File: src/rtl/tonebus_pkg.sv
package tonebus_pkg;

    typedef enum logic [2:0] {
        ST_IDLE,
        ST_SETTLE,
        ST_TONE,
        ST_GAP,
        ST_MARK,
        ST_TAIL,
        ST_FINISH
    } tb_state_t;

    typedef enum logic [1:0] {
        KIND_MSG,
        KIND_BURST_A,
        KIND_BURST_B
    } tb_kind_t;

    localparam int PARITY_SLOT = 8;

endpackage

File: src/rtl/tonebus_ticker.sv
module tonebus_ticker #(
    parameter int TICK_CYCLES = 24012
) (
    input  logic clk,
    input  logic rst_n,
    input  logic run,
    output logic tick
);
    localparam int CW = $clog2(TICK_CYCLES + 1);
    localparam logic [CW-1:0] LAST = CW'(TICK_CYCLES - 1);

    logic [CW-1:0] cnt_q;

    assign tick = run && (cnt_q == LAST);

    always_ff @(posedge clk or negedge rst_n) begin
        if (!rst_n) begin
            cnt_q <= '0;
        end else if (!run || tick) begin
            cnt_q <= '0;
        end else begin
            cnt_q <= cnt_q + 1'b1;
        end
    end
endmodule

File: src/rtl/tonebus_framer.sv
module tonebus_framer #(
    parameter int MAX_BYTES = 6,
    parameter int LEN_W     = 3
) (
    input  logic                   clk,
    input  logic                   rst_n,
    input  logic                   load,
    input  logic                   burst_b,
    input  logic [LEN_W-1:0]       len,
    input  logic [MAX_BYTES*8-1:0] data,
    input  logic                   advance,
    output logic                   cur_bit,
    output logic                   last_bit
);
    import tonebus_pkg::*;

    localparam int IW = (MAX_BYTES > 1) ? $clog2(MAX_BYTES) : 1;

    logic [MAX_BYTES-1:0][7:0] lane_q;
    logic [MAX_BYTES-1:0]      par_w;
    logic [3:0]                slot_q;
    logic [IW-1:0]             lane_idx_q;
    logic [IW-1:0]             lane_last_q;
    logic                      burst_q;
    logic [7:0]                cur_lane;

    genvar g;
    generate
        for (g = 0; g < MAX_BYTES; g++) begin : g_par
            assign par_w[g] = ~(^lane_q[g]);
        end
    endgenerate

    assign cur_lane = lane_q[lane_idx_q];

    always_comb begin
        if (burst_q) begin
            cur_bit = 1'b1;
        end else if (slot_q == 4'(PARITY_SLOT)) begin
            cur_bit = par_w[lane_idx_q];
        end else begin
            cur_bit = cur_lane[3'd7 - slot_q[2:0]];
        end
    end

    assign last_bit = (slot_q == 4'(PARITY_SLOT)) && (lane_idx_q == lane_last_q);

    always_ff @(posedge clk or negedge rst_n) begin
        if (!rst_n) begin
            lane_q      <= '0;
            slot_q      <= '0;
            lane_idx_q  <= '0;
            lane_last_q <= '0;
            burst_q     <= 1'b0;
        end else if (load) begin
            lane_q      <= data;
            slot_q      <= '0;
            lane_idx_q  <= '0;
            lane_last_q <= burst_b ? '0 : IW'(len - LEN_W'(1));
            burst_q     <= burst_b;
        end else if (advance) begin
            if (slot_q == 4'(PARITY_SLOT)) begin
                slot_q     <= '0;
                lane_idx_q <= lane_idx_q + 1'b1;
            end else begin
                slot_q <= slot_q + 1'b1;
            end
        end
    end
endmodule

File: src/rtl/tonebus_seq.sv
module tonebus_seq #(
    parameter int SETTLE_TICKS = 15,
    parameter int BURST_TICKS  = 25,
    parameter int MIN_BYTES    = 3,
    parameter int MAX_BYTES    = 6,
    parameter int LEN_W        = 3
) (
    input  logic             clk,
    input  logic             rst_n,
    input  logic             start,
    input  logic [LEN_W-1:0] len,
    input  logic             burst_sel,
    input  logic             tick,
    input  logic             cur_bit,
    input  logic             last_bit,
    output logic             run,
    output logic             load,
    output logic             burst_b,
    output logic             advance,
    output logic             gate,
    output logic             busy,
    output logic             done,
    output logic             err
);
    import tonebus_pkg::*;

    localparam int TMAX = (SETTLE_TICKS > BURST_TICKS) ? SETTLE_TICKS : BURST_TICKS;
    localparam int TW   = $clog2(TMAX + 1);
    localparam logic [TW-1:0] SETTLE_LAST = TW'(SETTLE_TICKS - 1);
    localparam logic [TW-1:0] BURST_LAST  = TW'(BURST_TICKS - 1);

    tb_state_t     state_q, state_d;
    tb_kind_t      kind_q;
    logic [TW-1:0] tcnt_q;
    logic          err_q;
    logic          is_burst, len_ok, accept, refuse;

    assign is_burst = (len == '0);
    assign len_ok   = (len >= LEN_W'(MIN_BYTES)) && (len <= LEN_W'(MAX_BYTES));
    assign accept   = (state_q == ST_IDLE) && start && (is_burst || len_ok);
    assign refuse   = (state_q == ST_IDLE) && start && !is_burst && !len_ok;
    assign load     = accept;
    assign burst_b  = is_burst && burst_sel;

    always_comb begin
        state_d = state_q;
        unique case (state_q)
            ST_IDLE:   if (accept) state_d = ST_SETTLE;
            ST_SETTLE: if (tick && tcnt_q == SETTLE_LAST)
                           state_d = (kind_q == KIND_BURST_A) ? ST_TONE : ST_GAP;
            ST_TONE:   if (tick && tcnt_q == BURST_LAST) state_d = ST_FINISH;
            ST_GAP:    if (tick) state_d = ST_MARK;
            ST_MARK:   if (tick) state_d = ST_TAIL;
            ST_TAIL:   if (tick) state_d = last_bit ? ST_FINISH : ST_GAP;
            ST_FINISH: state_d = ST_IDLE;
        endcase
    end

    always_ff @(posedge clk or negedge rst_n) begin
        if (!rst_n) begin
            state_q <= ST_IDLE;
            kind_q  <= KIND_MSG;
            tcnt_q  <= '0;
            err_q   <= 1'b0;
        end else begin
            state_q <= state_d;
            err_q   <= refuse;
            if (accept) begin
                kind_q <= !is_burst ? KIND_MSG : (burst_sel ? KIND_BURST_B : KIND_BURST_A);
            end
            if (state_d != state_q) begin
                tcnt_q <= '0;
            end else if (tick) begin
                tcnt_q <= tcnt_q + 1'b1;
            end
        end
    end

    always_comb begin
        gate    = 1'b0;
        busy    = 1'b1;
        done    = 1'b0;
        run     = 1'b1;
        advance = 1'b0;
        unique case (state_q)
            ST_IDLE: begin
                busy = 1'b0;
                run  = 1'b0;
            end
            ST_SETTLE: ;
            ST_TONE:   gate = 1'b1;
            ST_GAP:    ;
            ST_MARK:   gate = 1'b1;
            ST_TAIL: begin
                gate    = !cur_bit;
                advance = tick;
            end
            ST_FINISH: begin
                done = 1'b1;
                run  = 1'b0;
            end
        endcase
    end

    assign err = err_q;
endmodule

File: src/rtl/tonebus_tx.sv
module tonebus_tx #(
    parameter int TICK_CYCLES  = 24012,
    parameter int SETTLE_TICKS = 15,
    parameter int BURST_TICKS  = 25,
    parameter int MIN_BYTES    = 3,
    parameter int MAX_BYTES    = 6,
    localparam int LEN_W       = $clog2(MAX_BYTES + 2)
) (
    input  logic                   clk,
    input  logic                   rst_n,
    input  logic                   start,
    input  logic [LEN_W-1:0]       len,
    input  logic                   burst_sel,
    input  logic [MAX_BYTES*8-1:0] msg,
    output logic                   gate,
    output logic                   busy,
    output logic                   done,
    output logic                   err
);
    logic run, tick, load, burst_b, advance, cur_bit, last_bit;

    tonebus_ticker #(.TICK_CYCLES(TICK_CYCLES)) u_ticker (
        .clk(clk), .rst_n(rst_n), .run(run), .tick(tick)
    );

    tonebus_framer #(.MAX_BYTES(MAX_BYTES), .LEN_W(LEN_W)) u_framer (
        .clk(clk), .rst_n(rst_n), .load(load), .burst_b(burst_b),
        .len(len), .data(msg), .advance(advance),
        .cur_bit(cur_bit), .last_bit(last_bit)
    );

    tonebus_seq #(
        .SETTLE_TICKS(SETTLE_TICKS), .BURST_TICKS(BURST_TICKS),
        .MIN_BYTES(MIN_BYTES), .MAX_BYTES(MAX_BYTES), .LEN_W(LEN_W)
    ) u_seq (
        .clk(clk), .rst_n(rst_n), .start(start), .len(len), .burst_sel(burst_sel),
        .tick(tick), .cur_bit(cur_bit), .last_bit(last_bit),
        .run(run), .load(load), .burst_b(burst_b), .advance(advance),
        .gate(gate), .busy(busy), .done(done), .err(err)
    );
endmodule

File: config.mk
export PLATFORM = sky130hd
export DESIGN_NAME = tonebus_tx
export DESIGN_NICKNAME = d
export VERILOG_FILES = /design/src/rtl/tonebus_pkg.sv /design/src/rtl/tonebus_ticker.sv /design/src/rtl/tonebus_framer.sv /design/src/rtl/tonebus_seq.sv /design/src/rtl/tonebus_tx.sv
export SDC_FILE = /design/constraint.sdc
export NUM_CORES = 1
export LEC_CHECK = 0
export ABC_AREA = 1
export BUFFER_PORTS_ARGS = -buffer_cell sky130_fd_sc_hd__buf_4
export CORE_MARGIN = 2
export CORE_UTILIZATION = 45
export CTS_BUF_LIST = sky130_fd_sc_hd__clkbuf_8
export DETAILED_ROUTE_END_ITERATION = 12
export PLACE_DENSITY_LB_ADDON = 0.25
export SYNTH_ARGS = -nofsm -noshare
export SYNTH_HDL_FRONTEND = slang
export SYNTH_SLANG_ARGS = --single-unit
File: constraint.sdc
create_clock -name clk -period 4.8 [get_ports clk]
set_input_delay 0.96 -clock clk [delete_from_list [all_inputs] [get_ports clk]]
set_output_delay 0.96 -clock clk [all_outputs]
set_load 0.005 [all_outputs]
Word-level counts from Yosys, hierarchy flattened
Index checks and enable logic that the tools add are counted.
{"block": "totals", "regBits": 85, "inputBits": 55, "output_inout_bits": 4, "elab_cells": 107}
{"block": "classes", "addsub": 6, "n_lt_le_gt_ge": 4, "n_eq_ne": 13, "mux": 34, "n_bitwise": 6, "reduce_logical": 29}
{"op": "$reduce_xor A8 Y1", "n": 6}
{"op": "$mux W3", "n": 11}
{"op": "$bmux W8 S3", "n": 1}
{"op": "$pmux W3 S7", "n": 1}
{"op": "$add A15 B1 Y15 const B", "n": 1}
{"op": "$eq A15 B15 Y1 const B", "n": 1}
{"op": "$mux W15", "n": 1}
{"op": "$mux W4", "n": 3}
{"op": "$logic_and A1 B1 Y1", "n": 10}
{"op": "$mux W5", "n": 2}
{"op": "$eq A3 B3 Y1 const B", "n": 3}
{"op": "$mux W1", "n": 9}
{"op": "$lt A3 B4 Y1 const B", "n": 2}
{"op": "$mux W8", "n": 1}
{"op": "$bmux W1 S3", "n": 2}
{"op": "$eq A3 B2 Y1 const B", "n": 2}
{"op": "$logic_not A3 Y1", "n": 2}
{"op": "$not A1 Y1", "n": 6}
{"op": "$reduce_bool A2 Y1", "n": 3}
{"op": "$add A5 B1 Y5 const B", "n": 1}
{"op": "$eq A5 B4 Y1 const B", "n": 1}
{"op": "$eq A5 B5 Y1 const B", "n": 1}
{"op": "$add A4 B1 Y4 const B", "n": 1}
{"op": "$eq A4 B4 Y1 const B", "n": 1}
{"op": "other kinds (15)", "n": 20}

Depth between registers and ports, before layout
Gate-level depths: netlist of the first run.
{"block": "logic_depth", "depth_word": 9, "depth_mapped": 15}

Cells and area by module
Synthesis of the first run repeated with hierarchy kept, for this count alone.
{"block": "unflattened", "hier_cells": 775, "area_unflattened_um2": 5422.7}
{"mod": "tonebus_framer", "n_inst": 1, "cells_per_inst": 550, "area_each_um2": 3716.1, "seq_area_each_um2": 1476.4}
{"mod": "tonebus_ticker", "n_inst": 1, "cells_per_inst": 116, "area_each_um2": 890.9, "seq_area_each_um2": 375.4}
{"mod": "tonebus_seq", "n_inst": 1, "cells_per_inst": 109, "area_each_um2": 815.8, "seq_area_each_um2": 275.3}

Least setup slack after synthesis of the first run
No wires, ideal clock.
{"block": "synth_timing", "kind": "register to output", "from": "register u_framer.slot_q[0]", "to": "output port gate", "t_arrival_ps": 1541, "path_slack_ps": 2299, "stages_incl_launch_ff": 10, "path_cell_list": "dfrtp_1 buf_2 inv_1 clkbuf_1 ha_1 nand3_1 a21boi_0 nand2_1 nand3_1 nand2_1"}
{"block": "synth_between", "elab_chain_cells": 7, "word_cells_on_any_way": 8, "cone_classes": "1 x add/sub; 1 x eq/ne; 5 x mux; 1 x reduce/logical"}
{"item": "from (decl)", "line": "tonebus_framer.sv:21", "rtl": "logic [3:0] slot_q;"}
{"item": "from (signal assigned)", "line": "tonebus_framer.sv:66", "rtl": "slot_q <= slot_q + 1'b1;"}
{"item": "$sub A3 B3 Y3", "line": "tonebus_framer.sv:42", "rtl": "cur_bit = cur_lane[3'd7 - slot_q[2:0]];"}
{"item": "$bmux W1 S3", "line": "tonebus_framer.sv:42"}
{"item": "$mux W1 (implied by the code)", "line": "tonebus_framer.sv:42"}
{"item": "$mux W1 *", "line": "tonebus_framer.sv:39", "rtl": "end else if (slot_q == 4'(PARITY_SLOT)) begin"}
{"item": "$mux W1 *", "line": "tonebus_framer.sv:37", "rtl": "if (burst_q) begin"}
{"item": "$logic_not A1 Y1 *", "line": "tonebus_seq.sv:95", "rtl": "gate = !cur_bit;"}
{"item": "$pmux W1 S2 *", "line": "tonebus_seq.sv:85", "rtl": "unique case (state_q)"}
{"item": "to (decl)", "line": "tonebus_tx.sv:15", "rtl": "output logic gate,"}
Every way passes the cells marked *; elsewhere a longest branch is shown, timed or not. The select of a mux whose other input is x is not followed.

Worst setup path in the final report of the first run
{"block": "layout_timing", "from": "register u_framer.lane_idx_q[1]", "to": "output port gate"}
{"block": "layout_between", "elab_chain_cells": 8, "word_cells_on_any_way": 10, "cone_classes": "9 x mux; 1 x reduce/logical"}
{"item": "from (decl)", "line": "tonebus_framer.sv:22", "rtl": "logic [IW-1:0] lane_idx_q;"}
{"item": "from (signal assigned)", "line": "tonebus_framer.sv:64", "rtl": "lane_idx_q <= lane_idx_q + 1'b1;"}
{"item": "$bmux W8 S3", "line": "tonebus_framer.sv:34", "rtl": "assign cur_lane = lane_q[lane_idx_q];"}
{"item": "$mux W8 (implied by the code)", "line": "tonebus_framer.sv:34"}
{"item": "$bmux W1 S3", "line": "tonebus_framer.sv:42"}
{"item": "$mux W1 (implied by the code)", "line": "tonebus_framer.sv:42"}
{"item": "$mux W1 *", "line": "tonebus_framer.sv:39"}
{"item": "$mux W1 *", "line": "tonebus_framer.sv:37"}
{"item": "$logic_not A1 Y1 *", "line": "tonebus_seq.sv:95"}
{"item": "$pmux W1 S2 *", "line": "tonebus_seq.sv:85"}
Marks and branches as above.

==> results.txt, run 1 <==
----------------------------------------------------
[Finish]
  Antenna cells ... 0
  Layout Utilization ... 52.0%
  Fill count ... 1134
  Area Growth Syn to Fin ... 13.1%
  Total Nets Final ... 886
  Layout cells sized above 1 ... 11.2%

[Yosys]
  Post-synth ARST share ... 100%
  Register bit count reported by yosys ... 84
  Warnings from Yosys ... 0
  Most area-hungry cell type in the Yosys netlist ... sky130_fd_sc_hd__dfrtp_1
  Number of enable flip-flop cells after synthesis ... 0
  Register area share after synthesis ... 40.0%
  Dominant synthesized flop cell ... sky130_fd_sc_hd__dfrtp_1
  Share of Yosys cell area claimed by the top area cell type ... 40.0%
  Count of mapped cells out of synthesis ... 769
  Average cell area after synthesis ... 6.83 µm²
  Syn Std Cell Area ... 5250 µm²
  Top cells by area in the synthesized netlist ... sky130_fd_sc_hd__dfrtp_1, sky130_fd_sc_hd__nand2_1, sky130_fd_sc_hd__nand3_1
  Synthesized net count ... 835
  Synth cell types ... 36

[GRT]
  Combined global-route utilization of all metal layers ... 20.2%
  Number of global-route vias before repair ... 4710
  Global-route congestion overflow total ... 0
  First-pass GRT wire length ... 20800 µm
  Initial antenna violation count ... 0
  Largest net degree at the start of global routing ... 83

[STA]
  Final worst-path cycle share ... 69.0%
  Worst-case clock skew ... 11.4 ps
  Min Clock Period, post-route ... 3310 ps
  Least-Margin Pin Slew ... 1140 ps
  Endpoints failing hold ... 0
  Number of slew-limit violations in the final report ... 0
  Endpoints failing setup ... 0
  Worst-case headroom to the max-slew limit ... 24.0%
  Unrepaired setup endpoints after global routing ... no
  Achievable frequency ... 302 MHz
  Total Negative Setup Slacks ... 0 ps

[Job]
  Number of violations of the max-capacitance limit ... 0

[Die]
  Die Height ... 112 µm
  Chip Width ... 112 µm
  Initial standard-cell utilization of the core ... 46.0%
  Area of the die ... 12500 µm²
  I/O pin count ... 59
  Row count ... 39
  Core Footprint ... 11400 µm²

[Power and ir drop]
  Ratio of total power to cell area ... 537 nW/µm²
  Static Leakage ... 3.15 nW
  Max rail drop VDD ... 271 µV
  Final Power ... 3.19 mW

[Critical path]
  Crit Path Max Fanout ... 14
  CP startpoint kind ... flip-flop
  CP Capture Type ... primary output
  Crit path DAT ... 2350 ps
  Classification of the worst setup path ... flip-flop to primary output
  Data required, critical path ... 3840 ps

[Placement]
  Final weighted congestion in routability-driven placement ... 0.925
  Hpwl dp ... 8590 µm
  Count of input and output buffers ... 58

[Outcome]
  Run status ... completed

[Routing]
  Average wire per cell in the routed design ... 12.1 µm
  Routed via count divided by cell count ... 5.04
  Antenna Violating Nets Remaining ... 0
  First-pass iteration count of the detailed router ... 5
  Iteration-0 DRC count of the detailed router ... 220
  Routed WL ... 11700 µm
  Number of DRC violations after detailed routing ... 0
  Routed vias ... 4872

[Clocking]
  Hold_buf cts ... 0
  Clock tree sinks ... 84
  Clock tree from TritonCTS ... done
  Clock transition at the register clock pins on the worst setup and hold paths after CTS ... 90 ps
  Deepest level of the CTS H-tree ... 3
  Clock latency of the later-clocked register in the worst-skew pair ... 370 ps
  Total CTS buffers ... 9
  Setup repair bufs after CTS ... 0
  Maximum buffer depth of the clock tree ... 2
  Root buffer selected by CTS ... sky130_fd_sc_hd__clkbuf_8
  Post-CTS Resized ... 0

[Worst hold path]
  Hold/Removal Path Class ... flip-flop to flip-flop

----------------------------------------------------
## layer usage
metal	part of all wire, %	GRT usage (%)
met5	0	0
met4	1.7	6.75
met3	4.4	4.79
met2	49	35.0
met1	45	24.8
## synthesized netlist by cell type (all sizes together) (2+ instances only)
| cell type | n |
|---|---|
| o21ai | 57 |
| nand4 | 7 |
| o31ai | 3 |
| clkbuf | 7 |
| a21oi | 13 |
| nor2 | 64 |
| dfrtp | 84 |
| clkinv | 3 |
| nand3 | 62 |
| nand2 | 316 |
| buf | 14 |
| or2 | 2 |
| ha | 11 |
| a31oi | 2 |
| nor3 | 6 |
| xnor2 | 11 |
| xor2 | 16 |
| o211ai | 3 |
| nor3b | 4 |
| o21bai | 2 |
| inv | 78 |
## critical path, cell delays in order (launching register included)
cell	delay (ps)
sky130_fd_sc_hd__dfrtp_1	640
sky130_fd_sc_hd__clkinv_1	330
sky130_fd_sc_hd__a21oi_1	190
sky130_fd_sc_hd__o21ai_0	110
sky130_fd_sc_hd__nand3_1	90
sky130_fd_sc_hd__nand3_1	80
sky130_fd_sc_hd__nand3_1	70
sky130_fd_sc_hd__nand2_1	50
sky130_fd_sc_hd__nand2_1	50
sky130_fd_sc_hd__nand2_1	60
sky130_fd_sc_hd__nand3_1	90
sky130_fd_sc_hd__nand2_1	80
sky130_fd_sc_hd__buf_4	140
## kinds of logic (layout without fill, tap and decap cells)
kind of cell / after synthesis / count (layout) / share of synthesized area, %
AND/OR/NAND/NOR: 462 / 462 / 36.4
buffers and inverters: 102 / 157 / 7.77
flip-flops: 84 / 84 / 40.0
AO/OA/AOI/OAI: 83 / 83 / 8.65
adder cells (fa/ha/maj): 11 / 11 / 2.62
XOR/XNOR: 27 / 27 / 4.51
## state kept, by name, indices dropped and copies added (netlist names)
register              flops
u_ticker.cnt_q           15
u_framer.lane_q          48
u_seq.err                 1
u_seq.state_q             3
u_framer.slot_q           4
u_framer.lane_last_q      3
u_seq.tcnt_q              5
u_framer.lane_idx_q       3
u_seq.kind_q              2
## power by group
group,total [mW],switching (mW),internal [mW]
clock,0.433,0.256,0.177
combinational,1.51,0.930,0.584
sequential,1.24,0.294,0.948
## worst paths after layout
check                                        from  slack (ps)                   to  depth (start not counted)
max                        u_framer.lane_idx_q[1]        1490                 gate                         12
min                             u_ticker.cnt_q[0]         460    u_ticker.cnt_q[0]                          1
max reg2reg                      u_seq.state_q[0]        2210  u_framer.lane_q[41]                         10
min reg2reg                     u_ticker.cnt_q[0]         460    u_ticker.cnt_q[0]                          1
max in group asynchronous                   rst_n        3310      u_seq.tcnt_q[0]                          2
min in group asynchronous                   rst_n         600  u_framer.lane_q[28]                          1
## metrics by stage
step,hold WS [ps],area (µm²),cells,setup slack [ps]
2_1_floorplan,433,5250,769,2300
3_3_place_gp,447,5780,952,1780
3_5_place_dp,454,5780,952,1660
4_1_cts,465,5930,967,1470
5_1_grt,501,5930,967,1230
6_report,461,5930,967,1490
## layout by cell type, fill, tap and decap left out, drive strengths merged
cell type	Yosys	routed
nand4	7	7
clkbuf	7	9
nor3	6	6
nand2	316	316
xor2	16	16
a31oi	2	2
dfrtp	84	84
nor3b	4	4
nand3b	1	1
nor2	64	64
o21a	1	1
o21bai	2	2
a21boi	1	1
o2111ai	1	1
a21oi	13	13
o21ai	57	57
nand3	62	62
o211ai	3	3
xnor2	11	11
buf	14	61
inv	78	81
or2	2	2
o31ai	3	3
ha	11	11
clkinv	3	6
## layout make-up
type	instances	area (µm²)	share of cell area, %
clock buffer	9	124	2.09
timing repair buffer	61	458	7.72
multi-input combinational	583	2740	46.2
inverter	81	307	5.17
clock inverter	6	26.3	0.443
tap	143	179	3.01
sequential	84	2100	35.4
No activity file was read; power rests on OpenSTA's default activity.
==> run 2, diff against run 1 <==
==> constraint.sdc (replaced) <==
create_clock -name clk -period 2.91 [get_ports clk]
set_input_delay 0.582 -clock clk [delete_from_list [all_inputs] [get_ports clk]]
set_output_delay 0.582 -clock clk [all_outputs]
set_load 0.005 [all_outputs]
==> run 2 against run 1 <==
Clock power rose by 76%. Sequential cell count is the same. Non-clock buffer count grew 7. Via count is 1.3% higher. Global-route usage is 0.057 points higher. Worst hold slack got worse by 76 ps. First-iteration DRC count rose by 3.2%. Critical path type unchanged. Clock skew fell by 4.2 ps. Routed wire length increased by 5.3%. Sequential power rose by 65%.
==> results.txt, run 2 (synthesis gave the netlist of run 1 again) <==
----------------------------------------------------
[STA]
  Total Negative Setup Slacks ... 0 ps (unchanged)
  Number of slew-limit violations in the final report ... 0 (unchanged)
  Worst-case headroom to the max-slew limit ... 23.5% (-0.55 points)
  Endpoints failing hold ... 0 (unchanged)
  Achievable frequency ... 373 MHz
  Unrepaired setup endpoints after global routing ... no
  Min Clock Period, post-route ... 2680 ps
  Endpoints failing setup ... 0 (unchanged)
  Worst-case clock skew ... 7.15 ps (-4.21 ps)
  Final worst-path cycle share ... 92.1%
  Least-Margin Pin Slew ... 1150 ps (+8.30 ps)

[Finish]
  Layout Utilization ... 52.7% (+0.77 points)
  Most frequent cells in the layout ... sky130_fd_sc_hd__nand2_1, sky130_fd_sc_hd__dfrtp_1, sky130_fd_sc_hd__inv_1
  Largest registers ... u_framer.lane_q x48, u_ticker.cnt_q x15, u_seq.tcnt_q x5
  Antenna cells ... 0 (unchanged)
  Most frequent standard cell in the layout excluding fill and tap cells ... sky130_fd_sc_hd__nand2_1
  Area Growth Syn to Fin ... 14.7%
  Layout cells sized above 1 ... 12.5% (+1.3 points)
  Max FFs per register ... 48 (unchanged)
  Total Nets Final ... 894 (+0.90%)
  Register bank with the most flops ... u_framer.lane_q

[Clocking]
  Total CTS buffers ... 9 (unchanged)
  Clock tree from TritonCTS ... done
  Clock tree sinks ... 84 (unchanged)
  Maximum buffer depth of the clock tree ... 2 (unchanged)
  Root buffer selected by CTS ... sky130_fd_sc_hd__clkbuf_8
  Deepest level of the CTS H-tree ... 3 (unchanged)
  Clock latency of the later-clocked register in the worst-skew pair ... 370 ps (about the same)
  Clock transition at the register clock pins on the worst setup and hold paths after CTS ... 80 ps (about the same)

[GRT]
  First-pass GRT wire length ... 21000 µm (+0.83%)
  Number of global-route vias before repair ... 4838 (+2.7%)
  Global-route congestion overflow total ... 0 (unchanged)
  Combined global-route utilization of all metal layers ... 20.2% (+0.057 points)
  Initial antenna violation count ... 0 (unchanged)
  Largest net degree at the start of global routing ... 85 (+2.4%)

[Critical path]
  CP Capture Type ... primary output
  Crit path DAT ... 2100 ps (-250 ps)
  Crit Path Max Fanout ... 15 (+1)
  Crit path buf inv count ... 3 (+1)
  Reg-to-reg critical path startpoint ... u_seq.state_q[1]
  Largest stage delay on the critical path ... 350 ps (-290 ps)
  Slack of the worst reg-to-reg path ... 560 ps (-1650 ps)
  Crit Reg-Reg Endpoint ... u_framer.lane_q[33]
  CP startpoint kind ... flip-flop
  CP delay by family, top ... simple AND/OR/NAND/NOR gates
  Cell Chain, Critical Path ... buf_4, clkinvlp_4, o21ai_0, nand3_1, nand3_1, nand3_1, nand2_1, nand2_1, nand2_1, nand3_1, nand2_1, buf_4
  Worst Reg2Reg Path Length in Cells ... 8 (-2)
  Classification of the worst setup path ... flip-flop to primary output
  Data required, critical path ... 2330 ps (-1510 ps)
  Worst-path cell with the longest stage delay ... sky130_fd_sc_hd__dfrtp_1
  Number of stages on the worst setup path ... 12 (unchanged)

[Power and ir drop]
  Share of total power in combinational logic ... 48.9% (+1.4 points)
  Ratio of total power to cell area ... 909 nW/µm² (+69%)
  Total internal power ... 2.94 mW (+72%)
  Seq pwr share ... 37.2% (-1.7 points)
  Proportion of power drawn by the clock network ... 13.9% (+0.3 points)
  Max rail drop VDD ... 422 µV (+56%)
  P_sw ... 2.53 mW (+71%)
  Sw Share ... 46.3% (-0.16 points)
  Static Leakage ... 3.18 nW (+1.1%)

[Routing]
  Routed via count divided by cell count ... 5.06 (+0.46%)
  Iteration-0 DRC count of the detailed router ... 227 (+3.2%)
  Antenna Violating Nets Remaining ... 0 (unchanged)
  First-pass iteration count of the detailed router ... 5 (unchanged)
  Average wire per cell in the routed design ... 12.6 µm (+4.4%)
  Number of DRC violations after detailed routing ... 0 (unchanged)
  Routed vias ... 4935 (+1.3%)
  Routed WL ... 12300 µm (+5.3%)

[Die]
  Area of the die ... 12500 µm² (unchanged)
  Chip Width ... 112 µm (unchanged)
  I/O pin count ... 59 (unchanged)
  Initial standard-cell utilization of the core ... 46.0% (unchanged)
  Core Footprint ... 11400 µm² (unchanged)
  Row count ... 39 (unchanged)
  Die Height ... 112 µm (unchanged)

[Placement]
  Count of input and output buffers ... 58 (unchanged)
  Final weighted congestion in routability-driven placement ... 0.886 (-4.2%)
  Hpwl dp ... 8950 µm (+4.2%)

[Job]
  Number of violations of the max-capacitance limit ... 0 (unchanged)

[Outcome]
  Run status ... completed

[Worst hold path]
  Hold/Removal Path Class ... input pin to asynchronous set/reset pin

----------------------------------------------------
run 2: metrics by stage:
step                      hold WS [ps]  setup WS, ps  total power [mW]  cells  instance area (µm²)
after floorplan                    286           787              3.96    769                 5250
after global placement             447           472              4.51    953                 5790
after detailed placement           454           416              4.63    953                 5790
after CTS                          386          8.97              5.41    968                 5960
after global routing               394          30.8              6.01    975                 6020
final                              385           229              5.47    975                 6020
run 2: what timing repair did:
item                       CTS  global route
hold buffers                 0             0
setup endpoints to repair    0             1
resized for setup            0             4
setup buffers                0             6
run 2: worst max path at each step:
stage / startpoint / end
after global routing: u_framer.lane_idx_q[0] / gate
after floorplan: u_framer.slot_q[0] / gate
after CTS: u_framer.lane_idx_q[0] / gate
after detailed placement: len[0] / u_framer.lane_q[44]
final: u_framer.lane_idx_q[0] / gate
after global placement: len[0] / u_framer.lane_q[1]
run 2: cell type report:
cell class                      instances  area, µm²
Tap cell                              143        179
Clock inverter                          4       17.5
Timing Repair inverter                  1       7.51
Timing Repair Buffer                   68        510
Multi-Input combinational cell        583       2740
Fill cell                            1133       5400
Clock buffer                           11        151
Sequential cell                        84       2100
Inverter                               81        314
run 2: power groups by stage:
stage | clock network, mW | logic [mW] | registers, mW
CTS | 0.787 | 2.59 | 2.03
finish | 0.761 | 2.67 | 2.04
floorplan | 0 | 2.06 | 1.90
global route | 0.830 | 3.08 | 2.10
global placement | 0 | 2.48 | 2.04
detailed placement | 0 | 2.58 | 2.05
run 2: per-layer routing:
metal  routed length, µm  share of wire [%]  vias up  track usage [%]
met4                 258                2.1        0             7.64
met2                6030                 49       91             35.7
met1                5590                 45     2294             24.9
li1                    -                  -     2529                -
met5                   0                  0        -                0
met3                 452                3.7       21             3.43
